--- config.mk ---
export PLATFORM = sky130hd
export DESIGN_NAME = uart_wake_detect
export DESIGN_NICKNAME = d
export VERILOG_FILES = /design/src/rtl/wake_pkg.sv /design/src/rtl/wake_idle_timer.sv /design/src/rtl/wake_char_match.sv /design/src/rtl/uart_wake_detect.sv
export SDC_FILE = /design/constraint.sdc
export NUM_CORES = 1
export LEC_CHECK = 0
export BUFFER_PORTS_ARGS = -buffer_cell sky130_fd_sc_hd__buf_2
export CAP_MARGIN = 25
export CORE_ASPECT_RATIO = 1.4
export CORE_MARGIN = 2
export CORE_UTILIZATION = 50
export DETAILED_ROUTE_END_ITERATION = 12
export PLACE_DENSITY = 0.86
export SYNTH_ARGS = -nofsm -noshare
export SYNTH_HDL_FRONTEND = slang
export SYNTH_HIERARCHICAL = 1
export SYNTH_SLANG_ARGS = --single-unit
export TNS_END_PERCENT = 5
--- constraint.sdc ---
create_clock -name clk -period 3.4 [get_ports clk]
set_input_delay 0.17 -clock clk [delete_from_list [all_inputs] [get_ports clk]]
set_output_delay 0.17 -clock clk [all_outputs]
set_load 0.01 [all_outputs]
--- src/rtl/wake_pkg.sv ---
package wake_pkg;
  typedef enum logic [1:0] {
    WM_IDLE  = 2'b00,
    WM_ADDR  = 2'b01,
    WM_MATCH = 2'b10,
    WM_OFF   = 2'b11
  } wake_mode_e;
endpackage

--- src/rtl/wake_idle_timer.sv ---
module wake_idle_timer #(
  parameter int SEL_W = 3,
  parameter int LEN_W = 5
) (
  input  logic             clk,
  input  logic             rst_n,
  input  logic             bit_tick,
  input  logic             rx_line,
  input  logic             chr_take,
  input  logic [3:0]       data_bits,
  input  logic             two_stop,
  input  logic [SEL_W-1:0] idle_sel,
  output logic             idle_hit,
  output logic             idle_flag
);
  localparam int MAX_CHARS = 1 << ((1 << SEL_W) - 1);
  localparam int CNT_W     = $clog2(MAX_CHARS) + 1;

  logic [LEN_W-1:0] char_len;
  logic [LEN_W-1:0] bit_cnt;
  logic [CNT_W-1:0] char_cnt;
  logic [CNT_W-1:0] target;
  logic             armed;
  logic             char_end;

  assign char_len = LEN_W'(1) + LEN_W'(data_bits) + (two_stop ? LEN_W'(2) : LEN_W'(1));
  assign target   = CNT_W'(1) << idle_sel;
  assign char_end = bit_tick && rx_line && armed && (bit_cnt == char_len - LEN_W'(1));
  assign idle_hit = char_end && (char_cnt == target - CNT_W'(1)) && !chr_take;

  always_ff @(posedge clk or negedge rst_n) begin
    if (!rst_n) begin
      bit_cnt   <= '0;
      char_cnt  <= '0;
      armed     <= 1'b1;
      idle_flag <= 1'b0;
    end else if (chr_take) begin
      bit_cnt   <= '0;
      char_cnt  <= '0;
      armed     <= 1'b1;
      idle_flag <= 1'b0;
    end else if (!rx_line) begin
      bit_cnt  <= '0;
      char_cnt <= '0;
    end else if (bit_tick && armed) begin
      if (char_end) begin
        bit_cnt <= '0;
        if (idle_hit) begin
          char_cnt  <= '0;
          armed     <= 1'b0;
          idle_flag <= 1'b1;
        end else begin
          char_cnt <= char_cnt + CNT_W'(1);
        end
      end else begin
        bit_cnt <= bit_cnt + LEN_W'(1);
      end
    end
  end


  low_restart_chk: assert property (@(posedge clk) disable iff (!rst_n)
    !rx_line |=> (bit_cnt == '0 && char_cnt == '0));


  flag_hold_chk: assert property (@(posedge clk) disable iff (!rst_n)
    (idle_flag && !chr_take) |=> idle_flag);


  flag_line_chk: assert property (@(posedge clk) disable iff (!rst_n)
    $rose(idle_flag) |-> $past(rx_line && bit_tick));
endmodule

--- src/rtl/wake_char_match.sv ---
module wake_char_match #(
  parameter int DATA_W    = 9,
  parameter int NUM_MATCH = 2
) (
  input  logic [DATA_W-1:0]                chr_data,
  input  logic [NUM_MATCH-1:0][DATA_W-1:0] match_vals,
  output logic                             addr_hit,
  output logic                             data_hit
);
  logic [NUM_MATCH-1:0] hits;

  for (genvar i = 0; i < NUM_MATCH; i++) begin : g_cmp
    assign hits[i] = (chr_data == match_vals[i]);
  end

  assign data_hit = |hits;
  assign addr_hit = chr_data[DATA_W-1];
endmodule

--- src/rtl/uart_wake_detect.sv ---
module uart_wake_detect
  import wake_pkg::*;
#(
  parameter int DATA_W = 9,
  parameter int SEL_W  = 3
) (
  input  logic              clk,
  input  logic              rst_n,
  input  logic              bit_tick,
  input  logic              rx_line,
  input  logic              chr_valid,
  output logic              chr_ready,
  input  logic [DATA_W-1:0] chr_data,
  input  logic [1:0]        mode,
  input  logic [SEL_W-1:0]  idle_sel,
  input  logic [3:0]        data_bits,
  input  logic              two_stop,
  input  logic [DATA_W-1:0] match_a,
  input  logic [DATA_W-1:0] match_b,
  output logic              wake,
  output logic              idle_flag
);
  localparam int NUM_MATCH = 2;
  localparam int LEN_W     = 5;

  wake_mode_e mode_e;
  logic       chr_take;
  logic       idle_hit;
  logic       addr_hit;
  logic       data_hit;
  logic       wake_d;
  logic [NUM_MATCH-1:0][DATA_W-1:0] match_vals;

  assign mode_e     = wake_mode_e'(mode);
  assign chr_ready  = rst_n;
  assign chr_take   = chr_valid && chr_ready;
  assign match_vals = {match_b, match_a};

  wake_idle_timer #(.SEL_W(SEL_W), .LEN_W(LEN_W)) u_timer (
    .clk       (clk),
    .rst_n     (rst_n),
    .bit_tick  (bit_tick),
    .rx_line   (rx_line),
    .chr_take  (chr_take),
    .data_bits (data_bits),
    .two_stop  (two_stop),
    .idle_sel  (idle_sel),
    .idle_hit  (idle_hit),
    .idle_flag (idle_flag)
  );

  wake_char_match #(.DATA_W(DATA_W), .NUM_MATCH(NUM_MATCH)) u_match (
    .chr_data   (chr_data),
    .match_vals (match_vals),
    .addr_hit   (addr_hit),
    .data_hit   (data_hit)
  );

  always_comb begin
    unique case (mode_e)
      WM_IDLE:  wake_d = idle_hit;
      WM_ADDR:  wake_d = chr_take && addr_hit;
      WM_MATCH: wake_d = chr_take && data_hit;
      default:  wake_d = 1'b0;
    endcase
  end

  always_ff @(posedge clk or negedge rst_n) begin
    if (!rst_n) wake <= 1'b0;
    else        wake <= wake_d;
  end


  off_quiet_chk: assert property (@(posedge clk) disable iff (!rst_n)
    wake |-> ($past(mode) != 2'b11));


  addr_wake_chk: assert property (@(posedge clk) disable iff (!rst_n)
    (wake && $past(mode) == 2'b01) |-> $past(chr_valid && chr_data[DATA_W-1]));


  idle_wake_chk: assert property (@(posedge clk) disable iff (!rst_n)
    (wake && $past(mode) == 2'b00) |-> $rose(idle_flag));
endmodule

==> impl_results.md <==
- Status: completed
- Slew Viols, Final: 0
- Leakage: 0.0008276 uW
- Via count: 1429
- WHS: 0.2188 ns
- Post-Syn Instances: 170
- Max Clk Rate: approximately 400 MHz
- Crit-path max FO: 5
- Buffers on Ports: 44
- Busiest layer in global routing: met2
- Largest net degree at the start of global routing: 20
- Layout cells sized above 1: 0.2891
- Initial antenna violation count: 0
- Main area contributors after synthesis: dfrtp_1 25%, xor2_1 10%, ha_1 5.8%
- H-tree levels: 1
- Core area: about 2900 um^2
- Clk root buf: clkbuf_8
- Vias in the first global route: about 1500
- Core Util, Final: 0.6309
- Initial Utilization: 0.5287
- Synth Area per Inst: 8.950 um^2
- Count of warnings emitted by yosys: 6
- Gpl congestion: 0.7926
- Synth-to-Final Area Change: 19.33%
- Gr ovfl total: 0
- Slew Limit Headroom: 0.5276
- Routed Antenna Nets: 0
- Worst VDD drop: 0.1949 mV
- Final setup viols: 0
- Wirelength, routed: around 3.4 mm
- Clk_skew: around 0.0010 ns
- Setup_tns: 0 ns
- Period utilization: 0.7302
- Filler cell count: 237
- Global-route wire length before repair: 5.789 mm
- # IOs: 45
- CTS Buf Count: 3
- Worst slack, placed: 0.6455 ns
- Met1 Use GR: 0.2066
- Post-synth top area share: 0.2467
- Final min period: 2.483 ns
- CTS tree: yes
- CTS max path bufs: 2
- Final setup margin: a little over 0.9 ns
- Post-CTS sizing: 0
- Max stage delay on crit path: 0.48 ns
- Routed vias/inst: slightly below 6
- Diode count: 0
- Seq/Total Area, Yosys: 0.2640
- CP endpoint kind: register
- Most used cell, CP: inv_1
- Max Cap Violations: 0
- Hold Crit Class: in2reg
- CP required: 3.57 ns
- CP max stage cell: or4_4
- CTS Sinks: 16
- CP Data Arrival Time: 2.66 ns
- Netlist cell types: 51
- Cells along the critical path: buf_2 > inv_1 > ha_1 > inv_1 > fa_1 > xnor3_1 > or4_4 > a211o_1 > nor4_1 > nand2_1 > o22ai_1
- Drt initial violations: 35
- Top delay family on crit path: simple AND/OR/NAND/NOR gates
- Die width: just over 50 um
- Largest area contributor in the netlist: dfrtp_1
- Worst Tran Pin Value: 0.7087 ns
- Per-cell routed wire length: 13.62 um
- Pre-antenna DRT Iters: 4
- Clock Latency Late Sink: 0.25 ns
- WS Path Type: in2reg
- Die area: 3506 um^2
- Mapped Area: approximately 1500 um^2
- Area occupied by multi-input gates: 1045 um^2
- Nets: roughly 260
- M3 GR Usage: 0.02586
- Die Y: 69.27 um
- Row count: 23
- Clock slew at reported path FFs: about 0.06 ns
- Mapped Nets: 220
- Final hold violations: 0
- Seq. cell area: 401.6 um^2
- Synthesized flop and latch total: 16
- Pwr Density: 262.3 nW/um^2
- CP Buf/Inv Count: 3
- Residual DRC: 0
- Worst setup SP type: primary input
- RSZ-0062 raised after global routing: false
- All-Layer GR Usage: 0.2121
- Hpwl dp: 2.701 mm
- M2 GR Usage: 0.4167
flip-flops by register name, summed over array words and instances, names as in the netlist:
| register | cells |
|---|---|
| u_timer/idle_flag | 1 |
| u_timer/armed | 1 |
| wake | 1 |
| u_timer/bit_cnt | 5 |
| u_timer/char_cnt | 8 |
path summary, 6_finish.rpt:
path | from | endpoint | slack [ns] | cells after the start
worst max register to register | u_timer/bit_cnt[2] | wake | 1.17 | 6
max in group asynchronous | rst_n | u_timer/armed | 2.71 | 2
min in group asynchronous | rst_n | u_timer/bit_cnt[0] | 0.37 | 2
worst max-delay path | two_stop | wake | 0.92 | 11
worst min-delay path | chr_valid | wake | 0.22 | 3
worst min register to register | u_timer/armed | u_timer/armed | 0.50 | 2
synth_stat cells (all sizes together):
cell type / number
nor2b: 3
nand3b: 1
ha: 7
nor3: 4
and3: 1
buf: 4
xnor3: 1
o41ai: 2
o31ai: 3
o21ba: 1
o32ai: 4
mux2i: 1
dfrtp: 15
and2: 2
o21ai: 2
nor2: 7
nand4: 4
nand4b: 1
or3: 1
a2111oi: 1
inv: 10
xnor2: 9
nor4: 3
fa: 1
a31oi: 1
nand2: 16
o2111ai: 1
or2: 2
nand2b: 5
clkbuf: 4
dfstp: 1
nand3: 9
a211o: 3
o22ai: 2
o21bai: 1
a21oi: 4
xor2: 18
o211ai: 6
or4: 2
a211oi: 3
a2111o: 1
a21o: 3
area by class of cell:
class	instances	share of cell area
inverter	10	0.02068
timing repair buffer	45	0.1268
sequential	16	0.2212
clock buffer	4	0.03032
multi-input combinational	136	0.5755
tap	37	0.02550
layout by cell type, fill, tap and decap left out, types with 3 or more instances in the layout:
master	count
a21o_1	3
a21oi_1	4
buf_2	44
clkbuf_8	4
dfrtp_1	15
ha_1	7
inv_1	10
nand2_1	16
nand2b_1	5
nand3_1	9
nand4_1	4
nor2_1	7
nor2b_1	3
nor3_1	3
o211ai_1	6
o32ai_1	3
xnor2_1	9
xor2_1	18
repair_timing:
action                                  4_1_cts  5_1_grt
endpoints found under the setup margin        0        0
setup buffers                                 0        0
endpoints found under the hold margin        15        0
hold buffers                                  1        0
tightest hold or removal path: stages:
cell,delay (ns)
buf_2,0.10
nand4b_1,0.09
o22ai_1,0.06
per-layer routing:
metal | vias up | part of all wire
met2 | 71 | 0.54
met4 | 0 | 0.025
met3 | 8 | 0.065
li1 | 692 | -
met5 | - | 0
met1 | 658 | 0.37
report_power, final:
| part | switching (uW) | internal (uW) |
|---|---|---|
| combinational | 60.6 | 52.4 |
| sequential | 2.48 | 192 |
| clock | 65.6 | 103 |
| total | 129 | 347 |
through the flow:
step	power, uW	std cells	cell area [um^2]
CTS	482.8	248	1815
finish	476.1	248	1815
detailed placement	310.9	243	1750
floorplan	264.8	170	1521
global route	497.6	248	1815
global placement	306.6	243	1750
kinds of logic after synthesis:
group / count (synthesis) / share of synthesized area
flip-flops: 16 / 0.2640
buffers and inverters: 18 / 0.04934
multiplexers: 1 / 0.006579
AO/OA/AOI/OAI: 38 / 0.2229
AND/OR/NAND/NOR: 61 / 0.2163
adder cells (fa/ha/maj): 8 / 0.07072
XOR/XNOR: 28 / 0.1702
Note: power is estimated with default switching activity, not from simulation.
